[config.mk]
export PLATFORM = sky130hd
export DESIGN_NAME = bias_ramp_seq
export DESIGN_NICKNAME = d
export VERILOG_FILES = /design/src/rtl/bias_ramp_pkg.sv /design/src/rtl/brs_sync.sv /design/src/rtl/brs_activity.sv /design/src/rtl/brs_ramp_pwm.sv /design/src/rtl/bias_ramp_seq.sv
export SDC_FILE = /design/constraint.sdc
export NUM_CORES = 1
export LEC_CHECK = 0
export ABC_CLOCK_PERIOD_IN_PS = 3150
export BUFFER_PORTS_ARGS = -buffer_cell sky130_fd_sc_hd__buf_2
export CORE_MARGIN = 3
export CORE_UTILIZATION = 50
export CTS_CLUSTER_DIAMETER = 30
export DETAILED_ROUTE_END_ITERATION = 7
export PLACE_DENSITY_LB_ADDON = 0.3
export SLEW_MARGIN = 20
export SYNTH_ARGS = -nofsm -noshare
export SYNTH_HDL_FRONTEND = slang
export SYNTH_SLANG_ARGS = --single-unit
export TNS_END_PERCENT = 30
[constraint.sdc]
create_clock -name clk -period 3.15 [get_ports clk]
set_clock_uncertainty 0.05 [all_clocks]
set_input_delay 0.63 -clock clk [delete_from_list [all_inputs] [get_ports clk]]
set_output_delay 0.63 -clock clk [all_outputs]
set_load 0.01 [all_outputs]
[src/rtl/bias_ramp_pkg.sv]
package bias_ramp_pkg;

    typedef enum logic [2:0] {
        ST_OFF  = 3'd0,
        ST_WAIT = 3'd1,
        ST_UP   = 3'd2,
        ST_RUN  = 3'd3,
        ST_DN   = 3'd4
    } seq_state_e;

    localparam logic [2:0] MODE_HALF         = 3'd0;
    localparam logic [2:0] MODE_FB_EXT_INV   = 3'd1;
    localparam logic [2:0] MODE_FB_INV_AUTO  = 3'd2;
    localparam logic [2:0] MODE_FB_INV_LATCH = 3'd3;

    typedef struct packed {
        logic chan_on;
        logic ramp_req;
        logic pwm;
    } sync_bits_t;

    function automatic logic ramp_allowed(input logic [2:0] m);
        return (m == MODE_HALF) || (m == MODE_FB_INV_AUTO) || (m == MODE_FB_INV_LATCH);
    endfunction

endpackage

[src/rtl/brs_sync.sv]
module brs_sync #(
    parameter int W = 3
) (
    input  logic         clk,
    input  logic         rst,
    input  logic [W-1:0] d,
    output logic [W-1:0] q
);
    for (genvar i = 0; i < W; i++) begin : g_bit
        logic meta_q, out_q;
        always_ff @(posedge clk) begin
            if (rst) begin
                meta_q <= 1'b0;
                out_q  <= 1'b0;
            end else begin
                meta_q <= d[i];
                out_q  <= meta_q;
            end
        end
        assign q[i] = out_q;
    end
endmodule

[src/rtl/brs_activity.sv]
module brs_activity #(
    parameter int ACT_EDGES = 4,
    parameter int ACT_WIN   = 4096
) (
    input  logic clk,
    input  logic rst,
    input  logic arm,
    input  logic sig,
    output logic seen
);
    localparam int EC_W  = $clog2(ACT_EDGES + 1);
    localparam int WIN_W = $clog2(ACT_WIN) + 1;

    logic             sig_d;
    logic [EC_W-1:0]  edge_cnt;
    logic [WIN_W-1:0] win_cnt;
    logic             edge_hit;

    assign edge_hit = sig ^ sig_d;

    always_ff @(posedge clk) begin
        if (rst) begin
            sig_d    <= 1'b0;
            edge_cnt <= '0;
            win_cnt  <= '0;
        end else if (!arm) begin
            sig_d    <= sig;
            edge_cnt <= '0;
            win_cnt  <= '0;
        end else begin
            sig_d <= sig;
            if (win_cnt == WIN_W'(ACT_WIN - 1)) begin
                win_cnt  <= '0;
                edge_cnt <= '0;
            end else begin
                win_cnt <= win_cnt + 1'b1;
                if (edge_hit && edge_cnt != EC_W'(ACT_EDGES))
                    edge_cnt <= edge_cnt + 1'b1;
            end
        end
    end

    assign seen = (edge_cnt == EC_W'(ACT_EDGES));

    // a disarmed detector never reports activity on the next cycle
    assert_disarm_clears_R3: assert property (@(posedge clk) disable iff (rst)
        !arm |=> !seen);
endmodule

[src/rtl/brs_ramp_pwm.sv]
module brs_ramp_pwm #(
    parameter int LVL_W = 10
) (
    input  logic             clk,
    input  logic             rst,
    input  logic [LVL_W-1:0] level,
    output logic             drv
);
    logic [LVL_W:0] cnt_q;

    always_ff @(posedge clk) begin
        if (rst) cnt_q <= '0;
        else     cnt_q <= cnt_q + 1'b1;
    end

    assign drv = ({1'b0, level} > cnt_q);

    // the upper half of every period is low, so duty stays below half
    assert_half_period_low_R9: assert property (@(posedge clk) disable iff (rst)
        cnt_q[LVL_W] |-> !drv);
endmodule

[src/rtl/bias_ramp_seq.sv]
module bias_ramp_seq
    import bias_ramp_pkg::*;
#(
    parameter int LVL_W     = 10,
    parameter int UP_STEP   = 73314,    // about 1.5 s over the full code at 50 MHz
    parameter int DN_STEP   = 2443793,  // about 50 s over the full code at 50 MHz
    parameter int ACT_EDGES = 4,
    parameter int ACT_WIN   = 4096
) (
    input  logic             clk,
    input  logic             rst,
    input  logic             chan_rst_n,
    input  logic             ramp_en,
    input  logic [2:0]       mode,
    input  logic             pwm_in,
    output logic             drive,
    output logic             out_en,
    output logic [LVL_W-1:0] level
);
    localparam int STEP_MAX = (UP_STEP > DN_STEP) ? UP_STEP : DN_STEP;
    localparam int STEP_W   = $clog2(STEP_MAX) + 1;
    localparam logic [LVL_W-1:0] LVL_MAX = '1;
    localparam logic [LVL_W-1:0] LVL_ONE = LVL_W'(1);

    sync_bits_t raw_in, syn;
    seq_state_e state_q;
    logic [LVL_W-1:0]  level_q;
    logic [STEP_W-1:0] step_q;
    logic ramp_ok, act_seen, ramp_drv, arm;

    assign raw_in = '{chan_on: chan_rst_n, ramp_req: ramp_en, pwm: pwm_in};

    brs_sync #(.W($bits(sync_bits_t))) sync_i (
        .clk (clk), .rst (rst), .d (raw_in), .q (syn)
    );

    assign ramp_ok = syn.ramp_req && ramp_allowed(mode);
    assign arm     = (state_q == ST_WAIT);

    brs_activity #(.ACT_EDGES(ACT_EDGES), .ACT_WIN(ACT_WIN)) act_i (
        .clk (clk), .rst (rst), .arm (arm), .sig (syn.pwm), .seen (act_seen)
    );

    brs_ramp_pwm #(.LVL_W(LVL_W)) rpwm_i (
        .clk (clk), .rst (rst), .level (level_q), .drv (ramp_drv)
    );

    always_ff @(posedge clk) begin
        if (rst) begin
            state_q <= ST_OFF;
            level_q <= '0;
            step_q  <= '0;
        end else begin
            case (state_q)
                ST_OFF: begin
                    step_q  <= '0;
                    level_q <= '0;
                    if (syn.chan_on) begin
                        if (ramp_ok) begin
                            state_q <= ST_WAIT;
                        end else begin
                            state_q <= ST_RUN;
                            level_q <= LVL_MAX;
                        end
                    end
                end
                ST_WAIT: begin
                    step_q <= '0;
                    if (!syn.chan_on)  state_q <= ST_OFF;
                    else if (act_seen) state_q <= ST_UP;
                end
                ST_UP: begin
                    if (!syn.chan_on) begin
                        step_q  <= '0;
                        state_q <= (level_q == '0) ? ST_OFF : ST_DN;
                    end else if (step_q == STEP_W'(UP_STEP - 1)) begin
                        step_q  <= '0;
                        level_q <= level_q + LVL_ONE;
                        if (level_q == LVL_MAX - LVL_ONE) state_q <= ST_RUN;
                    end else begin
                        step_q <= step_q + 1'b1;
                    end
                end
                ST_RUN: begin
                    step_q <= '0;
                    if (!syn.chan_on) begin
                        if (ramp_ok) begin
                            state_q <= ST_DN;
                        end else begin
                            state_q <= ST_OFF;
                            level_q <= '0;
                        end
                    end
                end
                ST_DN: begin
                    if (syn.chan_on) begin
                        step_q  <= '0;
                        state_q <= ST_UP;
                    end else if (step_q == STEP_W'(DN_STEP - 1)) begin
                        step_q  <= '0;
                        level_q <= level_q - LVL_ONE;
                        if (level_q == LVL_ONE) state_q <= ST_OFF;
                    end else begin
                        step_q <= step_q + 1'b1;
                    end
                end
                default: begin
                    state_q <= ST_OFF;
                    level_q <= '0;
                    step_q  <= '0;
                end
            endcase
        end
    end

    always_comb begin
        out_en = 1'b0;
        drive  = 1'b0;
        case (state_q)
            ST_UP, ST_DN: begin out_en = 1'b1; drive = ramp_drv; end
            ST_RUN:       begin out_en = 1'b1; drive = syn.pwm;  end
            default:      begin out_en = 1'b0; drive = 1'b0;     end
        endcase
    end

    assign level = level_q;

    // an up-ramp is never entered straight from rest
    assert_no_skip_wait_R3: assert property (@(posedge clk) disable iff (rst)
        (state_q == ST_UP) |-> ($past(state_q) != ST_OFF));

    // the level never falls while the up-ramp continues
    assert_up_monotone_R2: assert property (@(posedge clk) disable iff (rst)
        (state_q == ST_UP && $past(state_q) == ST_UP) |-> (level_q >= $past(level_q)));

    // the output is released only once the level is zero
    assert_release_at_zero_R4: assert property (@(posedge clk) disable iff (rst)
        $fell(out_en) |-> (level_q == '0));

    // a reversal keeps the current level
    assert_reverse_keeps_level_R5: assert property (@(posedge clk) disable iff (rst)
        ($past(state_q) == ST_DN && state_q == ST_UP) |-> (level_q == $past(level_q)));

    // modes without ramping never enter the activity wait
    assert_mode_gate_R8: assert property (@(posedge clk) disable iff (rst)
        ($past(state_q) == ST_OFF && !ramp_allowed($past(mode))) |-> (state_q != ST_WAIT));
endmodule

==> flow_metrics.tcl <==
set metrics [dict create \
    status "completed" \
    netlist_area_mm2 0.00392 \
    hold_buffers 0 \
    core_area_mm2 0.00741 \
    grt_pass1_wl_um 14500 \
    critical-path-max-stage-delay_ns 0.53 \
    routed-wl-met2_um 4090 \
    max-vdd-ir-drop_mv 0.285 \
    worst_ep_arrival_time_ns 2.17 \
    antenna_found_initial 0 \
    numCtsBuffers 9 \
    path_class "reg2out" \
    path_delay_family "compound AO/OA/AOI/OAI gates" \
    grtUsageTotal_pct 20.3 \
    maxSlewViolCount 0 \
    rsz0062_at_grt "false" \
    ioPinCount 20 \
    placementRows 31 \
    final_util_pct 58.5 \
    final_layout_size_suffix_gt1_share_pct 11.1 \
    die_h_um 94.5 \
    root_buffer "clkbuf_8" \
    tritoncts "built" \
    synth_area_leaders "dfxtp_1 36%, xnor2_1 7.6%, ha_1 7.0%" \
    yosysSeqAreaShare_pct 35.8 \
    report.final.hold_viol_count 0 \
    crit_fanout 9 \
    antenna_left 0 \
    clock_path_buffers 2 \
    grt_pass1_vias 3125 \
    ys_top_cells_by_count "70 x dfxtp_1, 64 x nor2_1, 34 x xnor2_1, 30 x inv_1, 28 x nand3_1" \
    ys_warn_count 0 \
    maxCapViolations 0 \
    finalSetupTns_ns 0 \
    dr.max_layer_used "met4" \
    worst_setup_path_end_kind "output port" \
    leakage_nw 1.58 \
    post-route-period-util_pct 90.4 \
    syn_nets 491 \
    port_buffers 19 \
    startpoint_type "flip-flop" \
    ys.flop_type "dfxtp_1" \
    met1_length_um 3930 \
    hpwl_um 5970 \
    path_cells "ha_1, nand4_1, nor2_1, a2111oi_2, o311ai_0, nand2_1, buf_2" \
    place.gp.congestion 0.938 \
    crit_buf_inv 1 \
    drtIter0Drc 344 \
    netlist.top_cell.by_area "dfxtp_1" \
    synth_edf_count 0 \
    viasPerCell 5.76 \
    start_util_pct 52.9 \
    fmax_mhz 351 \
    n_antenna_cell 0 \
    synth_top_area_share_pct 35.8 \
    cts_sinks 70 \
    avgSynthCellArea_um2 8.50 \
    clock_latency_ns 0.35 \
    synth.distinct_cells 63 \
    drtPass1Iterations 5 \
    tightest_slew_ns 0.991 \
    ys_seq_elements 70 \
    post-cts-setup-buffers 0 \
    final.min_clock_period_ns 2.85 \
    grt_max_degree 24 \
    routed_wl_um 8590 \
    synth.most_common_cell "dfxtp_1" \
    cpMaxStageDelayCell "dfxtp_1" \
    routed-wl-met3_um 436 \
    power_density_mw_per_mm2 502 \
    die_w_um 94.5 \
    clk_pin_slew_ns 0.08 \
    area_growth_pct 10.5 \
    drt-wirelength-per-cell_um 14.7 \
    route.vias.total 3370 \
    holdCritPathClass "reg2reg" \
    maxSlewHeadroom_pct 33.5 \
    syn_inst 461 \
    setup_viol 0 \
    cts_max_level 3 \
    final_nets 511 \
    power_mw 2.17 \
    die_area_mm2 0.00893 \
    drcViolationCount 0 \
    overflow 0 \
    crit_required_ns 2.47 \
    synth-async-reset-ratio_pct 0 \
]
==> through the flow <==
step           setup slack, ns  std cells  hold slack, ns  area [µm²]
4_1_cts                 0.0616        585           0.397        4320
3_3_place_gp             0.500        569           0.369        4110
5_1_grt                 0.0616        585           0.407        4330
2_1_floorplan            0.651        461           0.364        3920
3_5_place_dp             0.407        569           0.379        4110
6_report                 0.303        585           0.391        4330
==> worst register-to-register path: stages (launching register included) <==
cell     delay (ns)
dfxtp_1        0.41
ha_1           0.16
or4b_1         0.47
or4_4          0.47
o211a_1        0.26
o21ai_4        0.50
nor2_1         0.12
==> placed cells by master (no fill, tap or decap), types with 7 or more instances in the layout <==
cell | netlist | routed
a211oi_1 | 8 | 8
a21oi_1 | 9 | 9
and3_1 | 16 | 16
buf_2 | 1 | 19
buf_4 | 0 | 7
clkbuf_8 | 0 | 9
dfxtp_1 | 70 | 69
ha_1 | 22 | 22
inv_1 | 30 | 30
nand2_1 | 20 | 20
nand3_1 | 28 | 28
nand4_1 | 8 | 8
nor2_1 | 64 | 64
nor2b_1 | 14 | 14
nor3_1 | 12 | 12
nor4_1 | 10 | 10
xnor2_1 | 34 | 34
xor2_1 | 15 | 15
==> state kept, by name, summed over array words and instances (netlist names) <==
signal and cells:
act_i.edge_cnt 3, sync_i.g_bit.meta_q 3, step_q 23, act_i.sig_d 1, sync_i.g_bit.out_q 3, rpwm_i.cnt_q 11
level 10, act_i.win_cnt 13, state_q 3
==> cells by family (layout without fill, tap and decap cells) <==
group | count (synthesis) | after routing | synth area share (%)
fa+ha+maj | 22 | 22 | 7.03
simple gates | 202 | 202 | 26.9
buf+inv | 47 | 72 | 4.92
mux | 1 | 1 | 0.256
flops | 70 | 70 | 35.8
compound gates | 70 | 70 | 14.2
xor+xnor | 49 | 49 | 11.0
==> timing repair <==
item	in CTS	in global routing
pin swaps	0	0
setup endpoints to repair	1	1
gates resized for setup	1	2
==> final timing paths <==
kind	startpoint	endpoint	slack, ns	depth (start not counted)
setup reg to reg	step_q[0]	step_q[12]	0.59	6
hold reg to reg	sync_i.g_bit[0].meta_q	sync_i.g_bit[0].out_q	0.39	1
hold / removal	sync_i.g_bit[0].meta_q	sync_i.g_bit[0].out_q	0.39	1
setup / recovery	level[3]	drive	0.30	7
==> final cells by class <==
class,instances,area (µm²)
well taps,99,124
flip-flops and latches,70,1400
repair buffers,26,148
clock inverters,6,86.3
inverters,30,113
multi-input cells,344,2330
clock buffers,10,128
fillers,690,3080
==> power by group <==
group	internal, mW	switching (mW)	total (mW)
Sequential	0.912	0.0500	0.962
Clock	0.445	0.346	0.791
Combinational	0.171	0.250	0.421
Total	1.53	0.646	2.17
==> layer usage <==
layer | global-route usage (%) | vias to the layer above
met4 | 7.45 | 0
met1 | 26.1 | 1582
met3 | 4.62 | 15
met5 | 0 | -
li1 | - | 1677
met2 | 33.3 | 96
No activity file was read; power rests on OpenSTA's default activity.
